## config.mk

```make
export PLATFORM = sky130hd
export DESIGN_NAME = rewind_fifo
export DESIGN_NICKNAME = d
export VERILOG_FILES = /design/src/rtl/rwf_pkg.sv /design/src/rtl/rwf_flags.sv /design/src/rtl/rwf_ctrl.sv /design/src/rtl/rwf_store.sv /design/src/rtl/rewind_fifo.sv
export SDC_FILE = /design/constraint.sdc
export NUM_CORES = 1
export LEC_CHECK = 0
export ABC_AREA = 1
export BUFFER_PORTS_ARGS = -buffer_cell sky130_fd_sc_hd__buf_2
export CAP_MARGIN = 20
export CORE_UTILIZATION = 40
export CTS_CLUSTER_SIZE = 20
export DETAILED_ROUTE_END_ITERATION = 16
export RECOVER_POWER = 100
export SLEW_MARGIN = 40
export SYNTH_ARGS = -nofsm -noshare
export SYNTH_HDL_FRONTEND = slang
export SYNTH_SLANG_ARGS = --single-unit
```

## constraint.sdc

```tcl
create_clock -name clk -period 5 [get_ports clk]
set_input_delay 0.75 -clock clk [delete_from_list [all_inputs] [get_ports clk]]
set_output_delay 0.75 -clock clk [all_outputs]
set_load 0.005 [all_outputs]
```

## src/rtl/rwf_pkg.sv

```systemverilog
package rwf_pkg;

  // Words held: write position minus read position, kept to PW bits.
  function automatic int unsigned occupancy(input int unsigned wp,
                                            input int unsigned rp,
                                            input int unsigned pw);
    return (wp - rp) & ((32'd1 << pw) - 32'd1);
  endfunction

  // True once strictly more than half of the depth is in use.
  function automatic logic beyond_half(input int unsigned fill,
                                       input int unsigned depth);
    return fill > (depth / 2);
  endfunction

  // Per-cycle transfer decisions of the control unit.
  typedef struct packed {
    logic rd_go;    // read request accepted directly
    logic wr_go;    // write request accepted directly
    logic auto_rd;  // parked read completed by this write
    logic auto_wr;  // parked write completed by this read
    logic rewind;   // read side returns to location zero
  } xfer_t;

endpackage

```

## src/rtl/rwf_flags.sv

```systemverilog
module rwf_flags #(
  parameter int unsigned DEPTH = 16,
  parameter int unsigned PW    = 5
) (
  input  logic          clk,
  input  logic          rst_n,
  input  logic [PW-1:0] wp,
  input  logic [PW-1:0] rp,
  output logic          is_empty,
  output logic          is_full,
  output logic          is_over_half
);
  logic [PW-1:0] fill;

  always_comb begin
    fill         = PW'(rwf_pkg::occupancy(32'(wp), 32'(rp), PW));
    is_empty     = (fill == '0);
    is_full      = (fill == PW'(DEPTH));
    is_over_half = rwf_pkg::beyond_half(32'(fill), DEPTH);
  end

  // the pointer difference never exceeds the depth
  a_r5_fill_bound: assert property (@(posedge clk) disable iff (!rst_n)
    32'(fill) <= DEPTH);

endmodule

```

## src/rtl/rwf_ctrl.sv

```systemverilog
module rwf_ctrl #(
  parameter int unsigned WIDTH = 9,
  parameter int unsigned DEPTH = 16,
  parameter int unsigned AW    = 4,
  parameter int unsigned PW    = 5
) (
  input  logic             clk,
  input  logic             rst_n,
  input  logic             wr_req,
  input  logic [WIDTH-1:0] wr_data,
  input  logic             rd_req,
  input  logic             rewind_req,
  input  logic             link_mode,
  input  logic             is_empty,
  input  logic             is_full,
  output logic [PW-1:0]    wp,
  output logic [PW-1:0]    rp,
  output logic             mem_we,
  output logic [AW-1:0]    mem_waddr,
  output logic [WIDTH-1:0] mem_wdata,
  output logic [AW-1:0]    mem_raddr,
  output logic             rd_fetch,
  output logic             rd_bypass
);
  import rwf_pkg::*;

  xfer_t            ev;
  logic [PW-1:0]    wp_q, rp_q;
  logic             rpark_q, wpark_q;
  logic [WIDTH-1:0] wpword_q;
  logic             rd_adv;

  always_comb begin
    ev.rd_go   = rd_req & ~is_empty;
    ev.wr_go   = wr_req & ~is_full;
    ev.auto_rd = rpark_q & ev.wr_go;
    ev.auto_wr = wpark_q & ev.rd_go;
    ev.rewind  = rewind_req & ~link_mode & ~rd_req & ~wr_req;
    mem_we     = ev.wr_go | ev.auto_wr;
    rd_adv     = ev.rd_go | ev.auto_rd;
    mem_wdata  = ev.wr_go ? wr_data : wpword_q;
    mem_waddr  = wp_q[AW-1:0];
    mem_raddr  = rp_q[AW-1:0];
    rd_fetch   = ev.rd_go;
    rd_bypass  = ev.auto_rd;
  end

  assign wp = wp_q;
  assign rp = rp_q;

  always_ff @(posedge clk) begin
    if (!rst_n) begin
      wp_q     <= '0;
      rp_q     <= '0;
      rpark_q  <= 1'b0;
      wpark_q  <= 1'b0;
      wpword_q <= '0;
    end else begin
      if (mem_we) wp_q <= wp_q + PW'(1);
      if (ev.rewind)  rp_q <= '0;
      else if (rd_adv) rp_q <= rp_q + PW'(1);

      if (ev.rewind)              rpark_q <= 1'b0;
      else if (ev.auto_rd)        rpark_q <= rd_req;
      else if (rd_req && is_empty) rpark_q <= 1'b1;

      if (ev.rewind) begin
        wpark_q <= 1'b0;
      end else if (ev.auto_wr) begin
        wpark_q <= wr_req;
        if (wr_req) wpword_q <= wr_data;
      end else if (wr_req && is_full) begin
        wpark_q  <= 1'b1;
        wpword_q <= wr_data;
      end
    end
  end

  // while full and nothing is read, the write side stays put
  a_r3_full_blocks_write: assert property (@(posedge clk) disable iff (!rst_n)
    (is_full && !rd_req) |=> $stable(wp_q));

  // while empty and nothing is written, the read side stays put
  a_r4_empty_holds_read: assert property (@(posedge clk) disable iff (!rst_n)
    (is_empty && !wr_req && !rewind_req) |=> $stable(rp_q));

  // an honoured rewind returns to zero and keeps the write side
  a_r7_rewind_to_zero: assert property (@(posedge clk) disable iff (!rst_n)
    (rewind_req && !link_mode && !rd_req && !wr_req) |=> (rp_q == '0 && $stable(wp_q)));

  // rewind in chain mode leaves the read side alone
  a_r8_rewind_in_chain: assert property (@(posedge clk) disable iff (!rst_n)
    (rewind_req && link_mode && !rd_req && !wr_req) |=> $stable(rp_q));

  // a parked write lands on the next accepted read
  a_r10_parked_write_lands: assert property (@(posedge clk) disable iff (!rst_n)
    (wpark_q && rd_req && !is_empty) |=> (wp_q == $past(wp_q) + PW'(1)));

endmodule

```

## src/rtl/rwf_store.sv

```systemverilog
module rwf_store #(
  parameter int unsigned WIDTH = 9,
  parameter int unsigned DEPTH = 16,
  parameter int unsigned AW    = 4
) (
  input  logic             clk,
  input  logic             rst_n,
  input  logic             we,
  input  logic [AW-1:0]    waddr,
  input  logic [WIDTH-1:0] wdata,
  input  logic             fetch,
  input  logic [AW-1:0]    raddr,
  input  logic             bypass,
  input  logic [WIDTH-1:0] byp_data,
  output logic [WIDTH-1:0] q,
  output logic             q_valid
);
  logic [WIDTH-1:0] cells [DEPTH];

  always_ff @(posedge clk) begin
    if (we) cells[waddr] <= wdata;
  end

  always_ff @(posedge clk) begin
    if (!rst_n) begin
      q       <= '0;
      q_valid <= 1'b0;
    end else if (fetch) begin
      q       <= cells[raddr];
      q_valid <= 1'b1;
    end else if (bypass) begin
      q       <= byp_data;
      q_valid <= 1'b1;
    end else begin
      q_valid <= 1'b0;
    end
  end

endmodule

```

## src/rtl/rewind_fifo.sv

```systemverilog
module rewind_fifo #(
  parameter int unsigned WIDTH = 9,
  parameter int unsigned DEPTH = 16
) (
  input  logic             clk,
  input  logic             rst_n,
  input  logic             wr_req,
  input  logic [WIDTH-1:0] wr_data,
  input  logic             rd_req,
  input  logic             rewind_req,
  input  logic             link_mode,
  output logic [WIDTH-1:0] rd_data,
  output logic             rd_valid,
  output logic             empty_n,
  output logic             full_n,
  output logic             half_n
);
  localparam int unsigned AW = $clog2(DEPTH);
  localparam int unsigned PW = AW + 1;

  logic [PW-1:0]    wp, rp;
  logic             is_empty, is_full, is_over_half;
  logic             mem_we, rd_fetch, rd_bypass;
  logic [AW-1:0]    mem_waddr, mem_raddr;
  logic [WIDTH-1:0] mem_wdata;

  rwf_flags #(.DEPTH(DEPTH), .PW(PW)) u_flags (
    .clk(clk), .rst_n(rst_n), .wp(wp), .rp(rp),
    .is_empty(is_empty), .is_full(is_full), .is_over_half(is_over_half)
  );

  rwf_ctrl #(.WIDTH(WIDTH), .DEPTH(DEPTH), .AW(AW), .PW(PW)) u_ctrl (
    .clk(clk), .rst_n(rst_n), .wr_req(wr_req), .wr_data(wr_data),
    .rd_req(rd_req), .rewind_req(rewind_req), .link_mode(link_mode),
    .is_empty(is_empty), .is_full(is_full), .wp(wp), .rp(rp),
    .mem_we(mem_we), .mem_waddr(mem_waddr), .mem_wdata(mem_wdata),
    .mem_raddr(mem_raddr), .rd_fetch(rd_fetch), .rd_bypass(rd_bypass)
  );

  rwf_store #(.WIDTH(WIDTH), .DEPTH(DEPTH), .AW(AW)) u_store (
    .clk(clk), .rst_n(rst_n), .we(mem_we), .waddr(mem_waddr),
    .wdata(mem_wdata), .fetch(rd_fetch), .raddr(mem_raddr),
    .bypass(rd_bypass), .byp_data(wr_data), .q(rd_data), .q_valid(rd_valid)
  );

  assign empty_n = ~is_empty;
  assign full_n  = ~is_full;
  assign half_n  = ~is_over_half;

  // a completed parked read shows the word written at that edge
  a_r9_auto_read_bypass: assert property (@(posedge clk) disable iff (!rst_n)
    rd_bypass |=> (rd_valid && rd_data == $past(wr_data)));

  // half-full is only reported when not empty
  a_r6_half_implies_data: assert property (@(posedge clk) disable iff (!rst_n)
    !half_n |-> empty_n);

endmodule

```

==> results of run 1 <==
-- worst register-to-register path: stages, from the launching register on --
cell	delay, ns
dfxtp_1	0.45
ha_1	0.31
a21oi_1	0.26
nand2_1	0.11
nand2_1	0.08
nand2_2	0.05
nand2_1	0.16
nand2_1	0.43
o21ai_1	1.51
-- worst min-delay path by stage --
| stage | to | slack, ns | startpoint |
|---|---|---|---|
| after global routing | u_ctrl.wpark_q | 0.49 | u_ctrl.wpark_q |
| after CTS | u_ctrl.wpword_q[4] | 0.49 | u_ctrl.wpword_q[4] |
| after detailed placement | u_ctrl.wpword_q[4] | 0.47 | u_ctrl.wpword_q[4] |
| after global placement | u_ctrl.wpword_q[5] | 0.46 | u_ctrl.wpword_q[5] |
| after floorplan | u_ctrl.wpword_q[0] | 0.45 | u_ctrl.wpword_q[0] |
| final | u_ctrl.wpark_q | 0.48 | u_ctrl.wpark_q |
-- logic make-up after synthesis --
group	after synthesis	share of synthesized area
simple gates	361	0.196
flops	179	0.644
compound gates	121	0.0854
buf+inv	91	0.0524
fa+ha+maj	9	0.0144
xor+xnor	7	0.00786
-- synthesized netlist by cell type, drive strengths merged --
cell type	n	area (um^2)
a31oi	1	6.26
o211a	1	10.0
buf	26	164
clkbuf	12	46.3
o21ai	74	370
nor2	141	537
o21bai	1	7.51
dfxtp	35	701
xnor2	3	26.3
edfxtp	144	4320
xor2	4	35.0
nand3	65	360
ha	9	113
clkinv	1	3.75
nand2	153	622
or2	1	6.26
o211ai	21	158
nor3	1	5.00
a21oi	23	115
inv	52	195
-- metal layers --
layer / GRT usage / routed length (um)
met1: 0.266 / 8570
met2: 0.311 / 8670
met3: 0.0415 / 937
met5: 0 / 0
met4: 0.0656 / 318
-- report_power, final --
part / leakage [nW] / internal (W) / switching, W
sequential: 1.61 / 0.00182 / 0.0000685
combinational: 1.33 / 0.000320 / 0.000864
clock: 0.288 / 0.000745 / 0.000578
total: 3.22 / 0.00288 / 0.00151
-- through the flow --
stage,cell area (um^2),setup slack [ns],hold WS (ns)
after floorplan,7800,2.50,0.452
after global placement,8110,1.82,0.464
after detailed placement,8140,1.68,0.469
after CTS,8720,1.68,0.486
after global routing,8600,0.805,0.493
final,8600,1.18,0.485
-- layout make-up --
class                   count  area, um^2  area share
clock buffers              18         429      0.0499
clock inverters            14         153      0.0178
inverters                  53         203      0.0236
multi-input cells         498        2310       0.269
flip-flops and latches    179        5030       0.585
well taps                 260         325      0.0378
repair buffers             31         146      0.0170
-- state kept, by name, indices dropped and copies added, names as in the netlist, named ones only --
signal / cells
u_ctrl.wpark_q: 1
u_store.q_valid: 1
u_ctrl.rp: 5
u_ctrl.wpword_q: 9
u_store.q: 9
u_ctrl.wp: 5
u_store.cells: 144
u_ctrl.rpark_q: 1
==> metrics.md, run 1 <==
| Metric | Value |
|---|---|
| Post-DRT Antenna Nets | 0 |
| Post-CTS setup buffers | 0 |
| CP startpoint kind | flip-flop |
| Fin util | 0.455 |
| Clock-pin slew on the worst setup and hold paths | 0.07 ns |
| Share of cells above drive strength 1 | 0.0731 |
| Failing checks | capacitance limit, slew limit |
| Most used cell, CP | nand2_1 |
| R2r setup slk | 1.18 ns |
| Pwr per Cell Area | 511 nW/um^2 |
| Num CTS Buffers | 17 |
| Root Driver | clkbuf_16 |
| DRC viols | 0 |
| Commonest non-fill, non-tap cell in the layout | nand2_1 |
| CP max-delay cell | o21ai_1 |
| Initial antenna violation count | 0 |
| Total power draw | 0.00439 W |
| Worst R2R Path Depth | 8 |
| Final setup viols | 0 |
| WP depth | 8 |
| CP bufs+invs | 0 |
| Worst Path Arrival | 3.79 ns |
| RSZ-0062 raised after global routing | no |
| CTS tree | yes |
| Avg WL per Cell | 17.6 um |
| WL final | 18500 um |
| Post-Syn Nets | 792 |
| Die X | 142 um |
| Fin. Hold Viols | 0 |
| Fin. max-slew vios | 85 |
| Pre-Repair DR Iteration Count | 4 |
| Clock Sink Count | 179 |
| Buffers on Ports | 27 |
| Row cnt | 50 |
| Yosys synthesis warning count | 0 |
| Vias in the first global route | 5049 |
| Final #Nets | 804 |
| CP max FO | 22 |
| Post-Syn Instances | 768 |
| Largest net degree at the start of global routing | 91 |
| Worst hold path type | flip-flop to flip-flop |
| Required time of the critical path | 4.97 ns |
| Max H-tree Level | 4 |
| CP Cell Sequence | ha_1 > a21oi_1 > nand2_1 > nand2_1 > nand2_2 > nand2_1 > nand2_1 > o21ai_1 |
| Most frequent cells in the layout | nand2_1 (151), edfxtp_1 (144), nor2_1 (141) |
| Gr ovfl total | 0 |
| Sequential element share of the synthesized area | 0.644 |
| Worst Max-Slew Pin Slew | 1.77 ns |
| Worst setup endpoint | u_store.cells[0][7] |
| # IOs | 28 |
| Antenna Cells | 0 |
| FF-to-FF End | u_store.cells[0][7] |
| Setup Skew | 0.00918 ns |
| Leak | 3.22 nW |
| Crit path launch | u_ctrl.wp[3] |
| Post-Syn Area per Cell | 10.2 um^2 |
| First-pass GRT wire length | 28500 um |
| Die Ht | 142 um |
| Post-synth cell types | 31 |
| Worst path max stage delay | 1.51 ns |
| Slew headroom | -0.186 |
| Post-layout minimum cycle time | 3.82 ns |
| Maximum VDD drop | 0.318 mV |
| Clock Path Buffers | 2 |
| DR iter-0 viols | 557 |
| Core area | 18900 um^2 |
| Fill count | 1811 |
| Reg-to-Reg Start | u_ctrl.wp[3] |
| Starting density of the core | 0.413 |
| Final GP Congestion | 0.773 |
| Number of synthesized register bits | 179 |
| Critical Path End Type | flip-flop |
| Skew-Pair Late Insertion Delay | 0.43 ns |
| Area grow syn2layout | 10.1% |
| Hold Path Depth | 2 |
| CTS Hold Bufs | 0 |
| FMAX | 262 MHz |
| Number of instances resized during post-cts repair | 0 |
| WS Path Type | flip-flop to flip-flop |
| Setup_tns | 0 ns |
| Count of non-filler cells in the finished layout | 1053 |
| Via/cell ratio | 5.07 |
| DIE AREA | 20100 um^2 |
| DP HPWL | 11600 um |
| Outcome | finished, violations left |
| Period utilization | 0.764 |
| GR Util All Layers | 0.196 |
| Cell area after synthesis | 7800 um^2 |
| Placed insts | 1021 |
| Max Cap Viol | 5 |
| CP top delay family | compound AO/OA/AOI/OAI gates |
| Routed vias | 5335 |
No activity file was read; power rests on OpenSTA's default activity.
==> run 2, diff against run 1 <==
clock period = 3.1 ns   (was 5 ns; I/O delays follow)
==> metrics.md, run 2 (synthesized netlist as in run 1, its figures left out) <==
| Metric | Value |
|---|---|
| Outcome | finished clean |
| # IOs | 28 |
| Regs by FF count | u_store.cells: 144 flops, u_ctrl.wpword_q: 9 flops, u_store.q: 9 flops |
| Row cnt | 50 |
| Combinational Power Share | 0.282 |
| WS Path Type | flip-flop to flip-flop |
| Core area | 18900 um^2 |
| DRC viols | 0 |
| Fin. max-slew vios | 0 |
| DP HPWL | 12100 um |
| Switching Share | 0.344 |
| Slew headroom | 0.541 |
| Via/cell ratio | 4.94 |
| Reg-to-Reg Start | u_ctrl.rp[2] |
| Max H-tree Level | 4 |
| Gr ovfl total | 0 |
| CP max FO | 21 |
| Setup Skew | 0.0133 ns |
| Worst Path Arrival | 3.02 ns |
| CP max-delay cell | dfxtp_1 |
| Antenna Cells | 0 |
| Die X | 142 um |
| Initial antenna violation count | 0 |
| Most frequent cells in the layout | nand2_1 (145), edfxtp_1 (144), nor2_1 (141) |
| Clock Sink Count | 179 |
| Buffers on Ports | 27 |
| Required time of the critical path | 3.33 ns |
| Share of cells above drive strength 1 | 0.117 |
| Most used cell, CP | nand2_1 |
| Clk pwr share | 0.303 |
| CP Cell Sequence | inv_1 > ha_1 > or2_1 > nand3_1 > nand2_2 > nor2_1 > nand2_4 > nand2_1 > buf_4 > nand2_1 > o21ai_0 > clkbuf_2 |
| Setup_tns | 0 ns |
| Post-layout minimum cycle time | 2.79 ns |
| Final worst slack | 0.312 ns |
| First-pass GRT wire length | 28700 um |
| Top reg by flops | u_store.cells |
| Final GP Congestion | 0.836 |
| Max reg flops | 144 |
| Number of instances resized during post-cts repair | 0 |
| Skew-Pair Late Insertion Delay | 0.44 ns |
| Worst Max-Slew Pin Slew | 0.687 ns |
| Post-DRT Antenna Nets | 0 |
| Period utilization | 0.899 |
| Die Ht | 142 um |
| Fin. Hold Viols | 0 |
| Pre-Repair DR Iteration Count | 5 |
| Clock-pin slew on the worst setup and hold paths | 0.08 ns |
| CTS Hold Bufs | 0 |
| Starting density of the core | 0.413 |
| Routed vias | 5366 |
| Sw power | 0.00250 W |
| Maximum VDD drop | 0.427 mV |
| Commonest non-fill, non-tap cell in the layout | nand2_1 |
| Leak | 3.41 nW |
| Root Driver | clkbuf_16 |
| Post-CTS setup buffers | 0 |
| Final #Nets | 837 |
| DR iter-0 viols | 344 |
| Num CTS Buffers | 17 |
| Vias in the first global route | 5264 |
| CTS tree | yes |
| Largest net degree at the start of global routing | 91 |
| Int Power | 0.00476 W |
| Crit path launch | u_ctrl.rp[2] |
| Critical Path End Type | flip-flop |
| Pwr per Cell Area | 819 nW/um^2 |
| Hold_sp | rd_req |
| CP startpoint kind | flip-flop |
| Area grow syn2layout | 13.6% |
| Worst path max stage delay | 0.41 ns |
| Clock Path Buffers | 2 |
| DP Worst Slack | 0.610 ns |
| Flop pwr share | 0.415 |
| WL final | 18600 um |
| Max Cap Viol | 0 |
| Avg WL per Cell | 17.1 um |
| FMAX | 359 MHz |
| Final setup viols | 0 |
| Worst hold path type | primary input to flip-flop |
| DIE AREA | 20100 um^2 |
| RSZ-0062 raised after global routing | no |
| GR Util All Layers | 0.195 |
[run 2: power by group through the flow]
stage / Sequential, W / Clock (W) / Combinational, W
6_report: 0.00301 / 0.00220 / 0.00204
5_1_grt: 0.00303 / 0.00233 / 0.00228
4_1_cts: 0.00301 / 0.00224 / 0.00213
3_5_place_dp: 0.00306 / 0 / 0.00212
3_3_place_gp: 0.00306 / 0 / 0.00210
2_1_floorplan: 0.00305 / 0 / 0.00145
[run 2: final cells by class]
type                       count  area, um^2
fill                        1801       10000
clock buffer                  19         433
multi-input combinational    498        2330
timing repair buffer          64         385
sequential                   179        5030
clock inverter                13         163
tap                          260         325
inverter                      53         199
[run 2: worst max-delay path, delay by kind of cell (launching register included)]
| family | cells | cell delay [ns] |
|---|---|---|
| simple gates | 7 | 0.97 |
| buf+inv | 3 | 0.68 |
| flops | 1 | 0.41 |
| fa+ha+maj | 1 | 0.35 |
| compound gates | 1 | 0.16 |
[run 2: final timing paths]
path                         endpoint  slack [ns]  cells after the start
setup / recovery  u_store.cells[2][5]        0.31                     12
hold / removal         u_ctrl.rpark_q        0.32                      2
setup reg to reg  u_store.cells[2][5]        0.31                     12
hold reg to reg    u_ctrl.wpword_q[4]        0.49                      2
[run 2: metal layers]
layer  GRT usage  vias to the layer above  routed length (um)
li1            -                     2693                   -
met1       0.254                     2531                8640
met2       0.313                      108                8760
met3      0.0385                       34                 635
met4      0.0951                        0                 520
met5           0                        -                   0
[run 2: per-stage QoR]
stage	cell area, um^2	power, W	hold WS, ns	instances	utilization
after floorplan	7800	0.00450	0.452	768	-
after global placement	8350	0.00517	0.462	1054	0.442
after detailed placement	8350	0.00518	0.469	1054	0.442
after CTS	8940	0.00738	0.332	1086	0.473
after global routing	8860	0.00764	0.306	1086	0.469
final	8860	0.00726	0.318	1086	0.469
==> run 3, diff against run 2 <==
SETUP_SLACK_MARGIN = 0.4   (was not set)
==> metrics.md, run 3 (synthesized netlist as in run 1, its figures left out) <==
| Metric | Value |
|---|---|
| Period utilization | 0.863 |
| Core area | 18900 um^2 |
| CP startpoint kind | flip-flop |
| CTS tree | yes |
| Max H-tree Level | 4 |
| CP Cell Sequence | inv_1 > ha_1 > or2_1 > nand3_2 > nand2_1 > nor2_4 > nand2_1 > nand2_1 > buf_4 > nand2_1 > o21ai_0 > clkbuf_2 |
| Final GP Congestion | 0.836 |
| DIE AREA | 20100 um^2 |
| Fin. max-slew vios | 0 |
| Slew headroom | 0.530 |
| Critical Path End Type | flip-flop |
| Avg WL per Cell | 17.1 um |
| Required time of the critical path | 3.31 ns |
| Skew-Pair Late Insertion Delay | 0.44 ns |
| Die Ht | 142 um |
| Fin util | 0.470 |
| Pwr per Cell Area | 819 nW/um^2 |
| Register area | 5030 um^2 |
| Clock Sink Count | 179 |
| Max reg flops | 144 |
| DP HPWL | 12100 um |
| Final worst slack | 0.424 ns |
| Post-DRT Antenna Nets | 0 |
| GR Util All Layers | 0.195 |
| Commonest non-fill, non-tap cell in the layout | nand2_1 |
| Root Driver | clkbuf_16 |
| Via/cell ratio | 4.96 |
| Buffers on Ports | 27 |
| Footprint of the multi-input gates | 2350 um^2 |
| Post-layout minimum cycle time | 2.68 ns |
| Top reg by flops | u_store.cells |
| FMAX | 374 MHz |
| Row cnt | 50 |
| # IOs | 28 |
| Leak | 3.40 nW |
| Worst hold path type | primary input to flip-flop |
| Worst Max-Slew Pin Slew | 0.703 ns |
| Final #Nets | 837 |
| Clock Path Buffers | 2 |
| Num CTS Buffers | 17 |
| Most frequent cells in the layout | nand2_1 (148), edfxtp_1 (144), nor2_1 (140) |
| First-pass GRT wire length | 28700 um |
| Routed vias | 5384 |
| WS Path Type | flip-flop to flip-flop |
| Largest net degree at the start of global routing | 91 |
| Setup_tns | 0 ns |
| Share of cells above drive strength 1 | 0.119 |
| Gr ovfl total | 0 |
| Final setup viols | 0 |
| WL final | 18600 um |
| Vias in the first global route | 5264 |
| Regs by FF count | u_store.cells: 144 flops, u_ctrl.wpword_q: 9 flops, u_store.q: 9 flops |
| CP max-delay cell | dfxtp_1 |
| Antenna Cells | 0 |
| Die X | 142 um |
| Max Cap Viol | 0 |
| RSZ-0062 raised after global routing | no |
| Area grow syn2layout | 13.8% |
| Worst Path Arrival | 2.89 ns |
| Worst path max stage delay | 0.41 ns |
| DR iter-0 viols | 354 |
| CP max FO | 21 |
| Outcome | finished clean |
| Fill count | 1801 |
| Clock-pin slew on the worst setup and hold paths | 0.08 ns |
| Pre-Repair DR Iteration Count | 6 |
| Setup Skew | 0.0123 ns |
| Maximum VDD drop | 0.425 mV |
| R2r setup slk | 0.42 ns |
| Fin. Hold Viols | 0 |
| Starting density of the core | 0.413 |
| Initial antenna violation count | 0 |
| DP Worst Slack | 0.610 ns |
| DRC viols | 0 |
| Most used cell, CP | nand2_1 |
[run 3: cell counts in the layout (fill, tap and decap cells not counted)]
No cell type changed its count.
[run 3: repair_timing]
item                                    CTS  global route
hold buffers                              0             0
endpoints found under the setup margin    0            80
resized for setup                         0             3
setup buffers                             0             0
[run 3: through the flow]
step / std cells / total power (W) / hold slack [ns] / instance area (um^2)
floorplan: 768 / 0.00450 / 0.452 / 7800
global placement: 1054 / 0.00517 / 0.462 / 8350
detailed placement: 1054 / 0.00518 / 0.469 / 8350
CTS: 1086 / 0.00738 / 0.332 / 8940
global route: 1086 / 0.00765 / 0.327 / 8880
finish: 1086 / 0.00728 / 0.338 / 8880
[run 3: final timing paths]
check,start,end,depth (start not counted)
worst max-delay path,u_ctrl.rp[2],u_store.cells[6][4],12
worst min-delay path,rd_req,u_ctrl.rpark_q,2
worst max register to register,u_ctrl.rp[2],u_store.cells[6][4],12
worst min register to register,u_ctrl.wpword_q[7],u_ctrl.wpword_q[7],2
[run 3: metal layers]
| layer | global-route usage | routed length, um | vias up |
|---|---|---|---|
| met4 | 0.0951 | 515 | 0 |
| met5 | 0 | 0 | - |
| li1 | - | - | 2693 |
| met3 | 0.0385 | 775 | 31 |
| met2 | 0.313 | 8810 | 122 |
| met1 | 0.254 | 8460 | 2538 |
[run 3: cell type report]
cell class                 count  share of cell area
sequential                   179               0.566
multi-input combinational    498               0.265
clock buffer                  19              0.0487
timing repair buffer          64              0.0434
tap                          260              0.0366
inverter                      53              0.0224
clock inverter                13              0.0183
[run 3: critical path: cells and delay by family (launching register included)]
kind / cells / cell delay (ns)
and+or+nand+nor: 7 / 0.91
AOI/OAI and AO/OA: 1 / 0.08
DFF: 1 / 0.41
buffers and inverters: 3 / 0.68
adders and majority gates: 1 / 0.35
[run 3: report_power, final]
group / switching (W) / leakage, nW / total (W) / internal (W)
sequential: 0.0000944 / 1.61 / 0.00301 / 0.00292
clock: 0.000978 / 0.290 / 0.00220 / 0.00122
combinational: 0.00144 / 1.50 / 0.00206 / 0.000625
